--- config.mk ---
export PLATFORM = sky130hd
export DESIGN_NAME = dpca_top
export DESIGN_NICKNAME = d
export VERILOG_FILES = /design/src/rtl/dpca_pkg.sv /design/src/rtl/dpca_port_stage.sv /design/src/rtl/dpca_collide_fsm.sv /design/src/rtl/dpca_wr_gate.sv /design/src/rtl/dpca_top.sv
export SDC_FILE = /design/constraint.sdc
export NUM_CORES = 1
export LEC_CHECK = 0
export BUFFER_PORTS_ARGS = -buffer_cell sky130_fd_sc_hd__buf_4
export CORE_UTILIZATION = 55
export CTS_CLUSTER_SIZE = 24
export DETAILED_ROUTE_END_ITERATION = 10
export PLACE_DENSITY = 0.83
export SYNTH_ARGS = -nofsm -noshare
export SYNTH_HDL_FRONTEND = slang
export SYNTH_SLANG_ARGS = --single-unit
--- constraint.sdc ---
create_clock -name clk -period 2.5 [get_ports clk]
set_input_delay 0.5 -clock clk [delete_from_list [all_inputs] [get_ports clk]]
set_output_delay 0.5 -clock clk [all_outputs]
set_load 0.005 [all_outputs]
--- src/rtl/dpca_pkg.sv ---
package dpca_pkg;
    typedef enum logic [1:0] {
        ARB_FREE       = 2'd0,
        ARB_LEFT_HOLD  = 2'd1,
        ARB_RIGHT_HOLD = 2'd2
    } arb_state_t;

    // Decision for a fresh collision: the later-settling port loses,
    // a same-cycle tie goes to the left port.
    function automatic arb_state_t fresh_owner(input logic lt_moved, input logic rt_moved);
        if (lt_moved && !rt_moved) begin
            return ARB_RIGHT_HOLD;
        end
        return ARB_LEFT_HOLD;
    endfunction
endpackage

--- src/rtl/dpca_port_stage.sv ---
module dpca_port_stage #(
    parameter int AW = 13
) (
    input  logic          clk,
    input  logic          rst,
    input  logic          cs_n,
    input  logic          we_n,
    input  logic [AW-1:0] addr,
    output logic          sel_q,
    output logic          wr_q,
    output logic [AW-1:0] addr_q,
    output logic          moved
);
    logic          sel_p;
    logic [AW-1:0] addr_p;

    always_ff @(posedge clk) begin
        if (rst) begin
            sel_q  <= 1'b0;
            wr_q   <= 1'b0;
            addr_q <= '0;
            sel_p  <= 1'b0;
            addr_p <= '0;
        end else begin
            sel_q  <= ~cs_n;
            wr_q   <= ~we_n;
            addr_q <= addr;
            sel_p  <= sel_q;
            addr_p <= addr_q;
        end
    end

    // Request settled in this cycle: select or address differs from last cycle
    always_comb begin
        moved = (sel_q != sel_p) || (addr_q != addr_p);
    end
endmodule

--- src/rtl/dpca_collide_fsm.sv ---
module dpca_collide_fsm
    import dpca_pkg::*;
#(
    parameter int AW = 13
) (
    input  logic          clk,
    input  logic          rst,
    input  logic          mode_slave,
    input  logic          lt_sel,
    input  logic [AW-1:0] lt_addr,
    input  logic          lt_moved,
    input  logic          rt_sel,
    input  logic [AW-1:0] rt_addr,
    input  logic          rt_moved,
    output logic          hit,
    output logic          lt_flag,
    output logic          rt_flag
);
    arb_state_t state_q, state_d, owner;

    always_comb begin
        hit = lt_sel && rt_sel && (lt_addr == rt_addr);
    end

    always_comb begin
        state_d = state_q;
        if (mode_slave) begin
            state_d = ARB_FREE;
        end else begin
            unique case (state_q)
                ARB_FREE: begin
                    if (hit) begin
                        state_d = fresh_owner(lt_moved, rt_moved);
                    end
                end
                ARB_LEFT_HOLD, ARB_RIGHT_HOLD: begin
                    if (!hit) begin
                        state_d = ARB_FREE;
                    end
                end
                default: state_d = ARB_FREE;
            endcase
        end
    end

    always_ff @(posedge clk) begin
        if (rst) begin
            state_q <= ARB_FREE;
        end else begin
            state_q <= state_d;
        end
    end

    // Output process: a held owner keeps priority, a fresh collision is decided now
    always_comb begin
        owner   = (state_q == ARB_FREE) ? fresh_owner(lt_moved, rt_moved) : state_q;
        lt_flag = 1'b0;
        rt_flag = 1'b0;
        if (!mode_slave && hit) begin
            unique case (owner)
                ARB_LEFT_HOLD:  rt_flag = 1'b1;
                ARB_RIGHT_HOLD: lt_flag = 1'b1;
                default: begin
                    lt_flag = 1'b0;
                    rt_flag = 1'b0;
                end
            endcase
        end
    end
endmodule

--- src/rtl/dpca_wr_gate.sv ---
module dpca_wr_gate (
    input  logic mode_slave,
    input  logic sel,
    input  logic wr,
    input  logic local_busy,
    input  logic ext_busy_n,
    output logic busy_n_o,
    output logic wr_ok
);
    logic blocked;

    always_comb begin
        blocked  = mode_slave ? ~ext_busy_n : local_busy;
        busy_n_o = mode_slave ? 1'b1 : ~local_busy;
        wr_ok    = sel && wr && !blocked;
    end
endmodule

--- src/rtl/dpca_top.sv ---
module dpca_top #(
    parameter int AW = 13
) (
    input  logic          clk,
    input  logic          rst,
    input  logic          mode_slave,
    input  logic          lt_cs_n,
    input  logic          lt_we_n,
    input  logic [AW-1:0] lt_addr,
    input  logic          rt_cs_n,
    input  logic          rt_we_n,
    input  logic [AW-1:0] rt_addr,
    input  logic          lt_busy_n_i,
    input  logic          rt_busy_n_i,
    output logic          lt_busy_n_o,
    output logic          rt_busy_n_o,
    output logic          lt_wr_ok,
    output logic          rt_wr_ok
);
    logic          l_sel, l_wr, l_moved;
    logic          r_sel, r_wr, r_moved;
    logic [AW-1:0] l_addr, r_addr;
    logic          hit, lt_flag, rt_flag;

    dpca_port_stage #(.AW(AW)) u_lt_stage (
        .clk(clk), .rst(rst), .cs_n(lt_cs_n), .we_n(lt_we_n), .addr(lt_addr),
        .sel_q(l_sel), .wr_q(l_wr), .addr_q(l_addr), .moved(l_moved)
    );

    dpca_port_stage #(.AW(AW)) u_rt_stage (
        .clk(clk), .rst(rst), .cs_n(rt_cs_n), .we_n(rt_we_n), .addr(rt_addr),
        .sel_q(r_sel), .wr_q(r_wr), .addr_q(r_addr), .moved(r_moved)
    );

    dpca_collide_fsm #(.AW(AW)) u_fsm (
        .clk(clk), .rst(rst), .mode_slave(mode_slave),
        .lt_sel(l_sel), .lt_addr(l_addr), .lt_moved(l_moved),
        .rt_sel(r_sel), .rt_addr(r_addr), .rt_moved(r_moved),
        .hit(hit), .lt_flag(lt_flag), .rt_flag(rt_flag)
    );

    dpca_wr_gate u_lt_gate (
        .mode_slave(mode_slave), .sel(l_sel), .wr(l_wr), .local_busy(lt_flag),
        .ext_busy_n(lt_busy_n_i), .busy_n_o(lt_busy_n_o), .wr_ok(lt_wr_ok)
    );

    dpca_wr_gate u_rt_gate (
        .mode_slave(mode_slave), .sel(r_sel), .wr(r_wr), .local_busy(rt_flag),
        .ext_busy_n(rt_busy_n_i), .busy_n_o(rt_busy_n_o), .wr_ok(rt_wr_ok)
    );
endmodule

==> impl_metrics.py, run 1 <==
metrics = {
    "timing": {
        "holdWs_ps": 314,
        "fmax_mhz": 403,
        "final.setup_skew_ps": 4.24,
        "setup_viol": 0,
        "min_period_ps": 2480,
        "tightest_slew_ps": 339,
        "rsz0062_at_grt": "true",
        "timing_hold_violations_final": 0,
        "fin_crit_sh": 0.992,
        "slew_viol_final": 0,
        "max_slew_margin": 0.773,
    },
    "clocking": {
        "htreeDepth": 3,
        "cts_max_path_buffers": 2,
        "cts_hold_buffers": 0,
        "tritoncts": "done",
        "clkTransAtPathRegs_ps": 60,
        "cts.sinks": 60,
        "cts_root_buf": "clkbuf_8",
        "clk_latency_ps": 320,
        "cts_buffers": 9,
    },
    "grt": {
        "grt_max_degree": 33,
        "grt_usage": 0.220,
        "grt_overflow": 0,
        "grt_pass1_wl_um": 6890,
        "grt_pass1_vias": 1538,
        "antenna_found_initial": 0,
    },
    "critical_path": {
        "crit_slowest_cell": "nor4_4",
        "crit_buf_inv": 1,
        "worst_ep_arrival_time_ps": 1980,
        "start_kind": "register",
        "crit_chain": "xnor2_2, nand4_1, nor4_4, a31oi_1, or3_1, buf_4",
        "cp_max_fo": 4,
        "endpoint_kind": "primary output",
        "cp_top_family": "simple AND/OR/NAND/NOR gates",
        "required_ps": 2000,
        "crit_type": "reg2out",
        "slowest_delay_ps": 410,
    },
    "synth": {
        "ys_types": 25,
        "synthArstFlopShare": 0,
        "synth-edff-count": 0,
        "netlist_area_um2": 2310,
        "yosysTopAreaCell": "dfxtp_1",
        "synth_commonest_cells": "60 x dfxtp_1, 54 x nor2b_1, 27 x xor2_1, 14 x xnor2_1, 13 x nor2_1",
        "synth.net_count": 261,
        "synth_most_common_cell": "dfxtp_1",
        "yosysTopAreaCellShare": 0.520,
        "synthFlopType": "dfxtp_1",
        "ys_ff_latch": 60,
        "synthCells": 225,
        "avgSynthCellArea_um2": 10.3,
        "ys_warn_count": 0,
        "ys_seq_area_frac": 0.520,
        "yosys-top-cells-area": "dfxtp_1 52%, nor2b_1 15%, xor2_1 10%",
    },
    "placed_design": {
        "place_hpwl_um": 3100,
        "place_congestion": 0.822,
        "dp.cells": 307,
        "io_buffers": 38,
        "placed_area_um2": 2640,
    },
    "routing": {
        "vias": 1604,
        "wl_um": 4280,
        "wire_per_inst_um": 13.2,
        "firstDrtPassIters": 5,
        "ant_nets": 0,
        "drt_iter0_drc": 58,
        "drcViolationCount": 0,
        "vias_per_cell": 4.94,
    },
    "pwr": {
        "irDropWorstVdd_mv": 0.468,
        "power.total_mw": 2.01,
        "leakagePower_nw": 1.25,
        "power_density_nw_per_um2": 696,
    },
    "cells_and_area": {
        "fin_area_um2": 2890,
        "nets": 306,
        "area_delta_synth_final_pct": 25.2,
        "n_fill_cell": 293,
        "final_core_util": 0.718,
        "final_cells": 325,
        "drive_above_1_share": 0.255,
        "diodes": 0,
        "multi_input_area_um2": 1120,
        "regArea_um2": 1210,
    },
    "floorplan": {
        "dieArea_um2": 4460,
        "chipHeight_um": 66.8,
        "ios": 39,
        "die_w_um": 66.8,
        "start_util": 0.573,
        "std_cell_rows": 23,
        "core_um2": 4030,
    },
    "status": {
        "status": "finished clean",
    },
    "flow_run": {
        "drv_cap": 0,
    },
    "worst_hold_path": {
        "worstHoldPathType": "in2reg",
    },
}
[routing by layer]
metal  share of wire  vias up  track usage  wire length [µm]
met5               0        -            0                 0
met1            0.43      725        0.247              1820
met3           0.053       10       0.0839               225
met4           0.021        0        0.112                91
li1                -      823            -                 -
met2            0.50       46        0.360              2140
[final cells by class]
type                       count  area share
inverter                       4     0.00519
clock buffer                  14      0.0493
multi-input combinational    154       0.386
clock inverter                 2      0.0121
tap                           50      0.0216
sequential                    60       0.420
timing repair buffer          41       0.106
[worst register-to-register path: stages, from the launching register on]
cell and delay [ps]:
dfxtp_1 340, xor2_1 200, nor4_2 310, nand4_2 160, buf_4 180, buf_4 140, and4_1 190, a211o_1 260
[registers in the layout, summed over array words and instances, names as in the netlist, 2 cells and up]
name               cells
u_rt_stage.addr_p     13
u_fsm.state_q          2
u_rt_stage.addr_q     13
u_lt_stage.addr_p     13
u_lt_stage.addr_q     13
[final timing paths]
kind / from / endpoint / slack [ps] / cells after the start
setup / recovery: u_rt_stage.addr_q[4] / lt_busy_n_o / 20 / 6
hold / removal: lt_cs_n / u_lt_stage.sel_q / 310 / 2
setup reg to reg: u_lt_stage.addr_q[7] / u_fsm.state_q[1] / 600 / 7
hold reg to reg: u_rt_stage.addr_q[3] / u_rt_stage.addr_p[3] / 500 / 1
[metrics by stage]
stage | setup slack [ps] | TNS (ps)
after floorplan | 597 | 0
after global placement | 362 | 0
after detailed placement | 284 | 0
after CTS | 19.5 | 0
after global routing | -86.7 | -93.9
final | 20.6 | 0
[kinds of logic (layout without fill, tap and decap cells)]
logic type / after synthesis / after routing / synth area share
AOI/OAI and AO/OA: 11 / 11 / 0.0293
DFF: 60 / 60 / 0.520
and+or+nand+nor: 101 / 101 / 0.272
xor gates and xnor gates: 41 / 41 / 0.155
buffers and inverters: 11 / 61 / 0.0179
adders and majority gates: 1 / 1 / 0.00542
[cells in the final DEF, fill, tap and decap left out]
cell type / count
buf_4: 41
nor3_1: 1
nor4b_2: 1
dfxtp_1: 54
ha_1: 1
nand3_1: 2
nand4_1: 6
nor3_2: 1
clkinv_2: 1
a21oi_1: 4
o41ai_1: 1
xor2_1: 27
inv_1: 4
or3_1: 1
nor4_2: 4
dfxtp_2: 4
xnor2_1: 11
xnor2_2: 3
nand2_1: 8
clkbuf_8: 9
and2_1: 1
and4_1: 2
o21ai_0: 3
nor4_1: 4
a31oi_1: 1
dfxtp_4: 2
nand4_2: 1
bufinv_16: 1
nor4_4: 2
clkbuf_1: 5
nor2_1: 13
a211o_1: 2
nor2b_1: 54
[repair_timing]
| action | in CTS | in global routing |
|---|---|---|
| setup endpoints to repair | 2 | 4 |
| pin swaps | 2 | 6 |
| buffers inserted | 2 | 0 |
| gates resized for setup | 1 | 14 |
[power by group]
part / internal (mW) / total, mW / switching, mW
clock network: 0.461 / 0.790 / 0.329
registers: 1.00 / 1.04 / 0.0388
logic: 0.103 / 0.183 / 0.0802
Power figures use the tool's default switching activity.
==> run 2: changes to the inputs <==
--- a/config.mk
+++ b/config.mk
@@ -10,6 +10,7 @@
 export CTS_CLUSTER_SIZE = 24
 export DETAILED_ROUTE_END_ITERATION = 10
 export PLACE_DENSITY = 0.83
+export REMOVE_ABC_BUFFERS = 1
 export SYNTH_ARGS = -nofsm -noshare
 export SYNTH_HDL_FRONTEND = slang
 export SYNTH_SLANG_ARGS = --single-unit
==> impl_metrics.py, run 2 (same netlist as run 1, synthesis figures left out) <==
metrics = {
    "routing": {
        "wire_per_inst_um": 13.1,
        "drt_iter0_drc": 87,
        "wl_um": 4270,
        "drcViolationCount": 0,
        "firstDrtPassIters": 4,
        "vias_per_cell": 5.01,
        "vias": 1629,
        "ant_nets": 0,
    },
    "grt": {
        "grt_overflow": 0,
        "grt_pass1_wl_um": 6590,
        "grt_usage": 0.212,
        "grt_pass1_vias": 1518,
        "grt_max_degree": 42,
        "antenna_found_initial": 0,
    },
    "pwr": {
        "irDropWorstVdd_mv": 0.437,
        "power_density_nw_per_um2": 675,
        "leakagePower_nw": 1.26,
    },
    "critical_path": {
        "worst_ep_arrival_time_ps": 1920,
        "start_kind": "register",
        "crit_type": "reg2out",
        "required_ps": 2000,
        "cp_max_fo": 5,
        "endpoint_kind": "primary output",
    },
    "cells_and_area": {
        "mostFrequentLayoutCells": "54 x nor2b_1, 52 x dfxtp_1, 42 x buf_4, 27 x xor2_1, 13 x nor2_1",
        "final_cells": 325,
        "nets": 307,
        "drive_above_1_share": 0.284,
        "diodes": 0,
        "area_delta_synth_final_pct": 26.0,
        "final_core_util": 0.722,
        "mostFrequentLayoutCell": "nor2b_1",
    },
    "floorplan": {
        "chipHeight_um": 66.8,
        "start_util": 0.573,
        "dieArea_um2": 4460,
        "ios": 39,
        "std_cell_rows": 23,
        "core_um2": 4030,
        "die_w_um": 66.8,
    },
    "clocking": {
        "htreeDepth": 3,
        "clk_latency_ps": 330,
        "cts.sinks": 60,
        "tritoncts": "done",
        "cts_buffers": 9,
        "cts_root_buf": "clkbuf_8",
        "cts_hold_buffers": 0,
        "clkTransAtPathRegs_ps": 60,
        "cts_max_path_buffers": 2,
    },
    "worst_hold_path": {
        "worstHoldPathType": "in2reg",
    },
    "timing": {
        "min_period_ps": 2420,
        "fmax_mhz": 414,
        "max_slew_margin": 0.731,
        "fin_tns_setup_ps": 0,
        "fin_crit_sh": 0.967,
        "setup_viol": 0,
        "timing_hold_violations_final": 0,
        "tightest_slew_ps": 403,
        "rsz0062_at_grt": "true",
        "holdWs_ps": 314,
        "slew_viol_final": 0,
        "final.setup_skew_ps": 1.82,
    },
    "placed_design": {
        "dp.cells": 307,
        "place_hpwl_um": 2960,
        "place_congestion": 0.782,
        "io_buffers": 38,
    },
    "flow_run": {
        "drv_cap": 0,
    },
    "status": {
        "status": "finished clean",
    },
}
[run 2: changes by cell type in the layout (fill, tap and decap cells not counted), moves of 2 or more]
cell / delta
dfxtp_1: -2
dfxtp_2: +4
dfxtp_4: -2
clkbuf_1: -3
clkbuf_8: +2
[run 2: timing repair]
action,CTS,global route
endpoints found under the setup margin,2,4
cloned,0,0
pin swaps,1,8
setup buffers,3,0
gates resized for setup,1,17
[run 2: area by class of cell]
cell class                      instances  area [µm²]
Clock inverter                          2        10.0
Clock buffer                           13         159
Multi-Input combinational cell        154        1140
Fill cell                             302        1120
Tap cell                               50        62.6
Sequential cell                        60        1210
Timing Repair Buffer                   42         315
Inverter                                4        15.0
[run 2: critical path: stages (launching register included)]
cell and delay, ps:
dfxtp_1 340, xor2_1 200, nor4_2 340, nand4_2 160, buf_4 200, nor3_2 120
a21oi_1 100, buf_4 140
[run 2: final timing paths]
| check | from | endpoint | slack [ps] | cells past startpoint |
|---|---|---|---|---|
| worst max-delay path | u_lt_stage.addr_q[6] | rt_wr_ok | 80 | 7 |
| worst max register to register | u_lt_stage.addr_q[6] | u_fsm.state_q[0] | 570 | 7 |
| worst min-delay path | lt_we_n | u_lt_stage.wr_q | 310 | 2 |
| worst min register to register | u_rt_stage.addr_q[11] | u_rt_stage.addr_p[11] | 500 | 1 |
[run 2: power breakdown]
group | switching, mW | internal [mW]
logic | 0.0825 | 0.105
clock network | 0.332 | 0.405
registers | 0.0374 | 1.00
[run 2: layer usage]
layer	global-route usage	wire, µm	vias up
li1	-	-	827
met1	0.241	1840	738
met2	0.332	2060	48
met3	0.0856	240	16
met4	0.125	131	0
met5	0	0	-
[run 2: metrics by stage]
step | total power [mW] | instance area, µm² | worst slack, ps
final | 1.96 | 2910 | 82.7
after global routing | 2.05 | 2910 | -5.11
after CTS | 1.98 | 2840 | 2.43
after detailed placement | 1.23 | 2640 | 251
after global placement | 1.23 | 2640 | 333
after floorplan | 1.15 | 2280 | 597
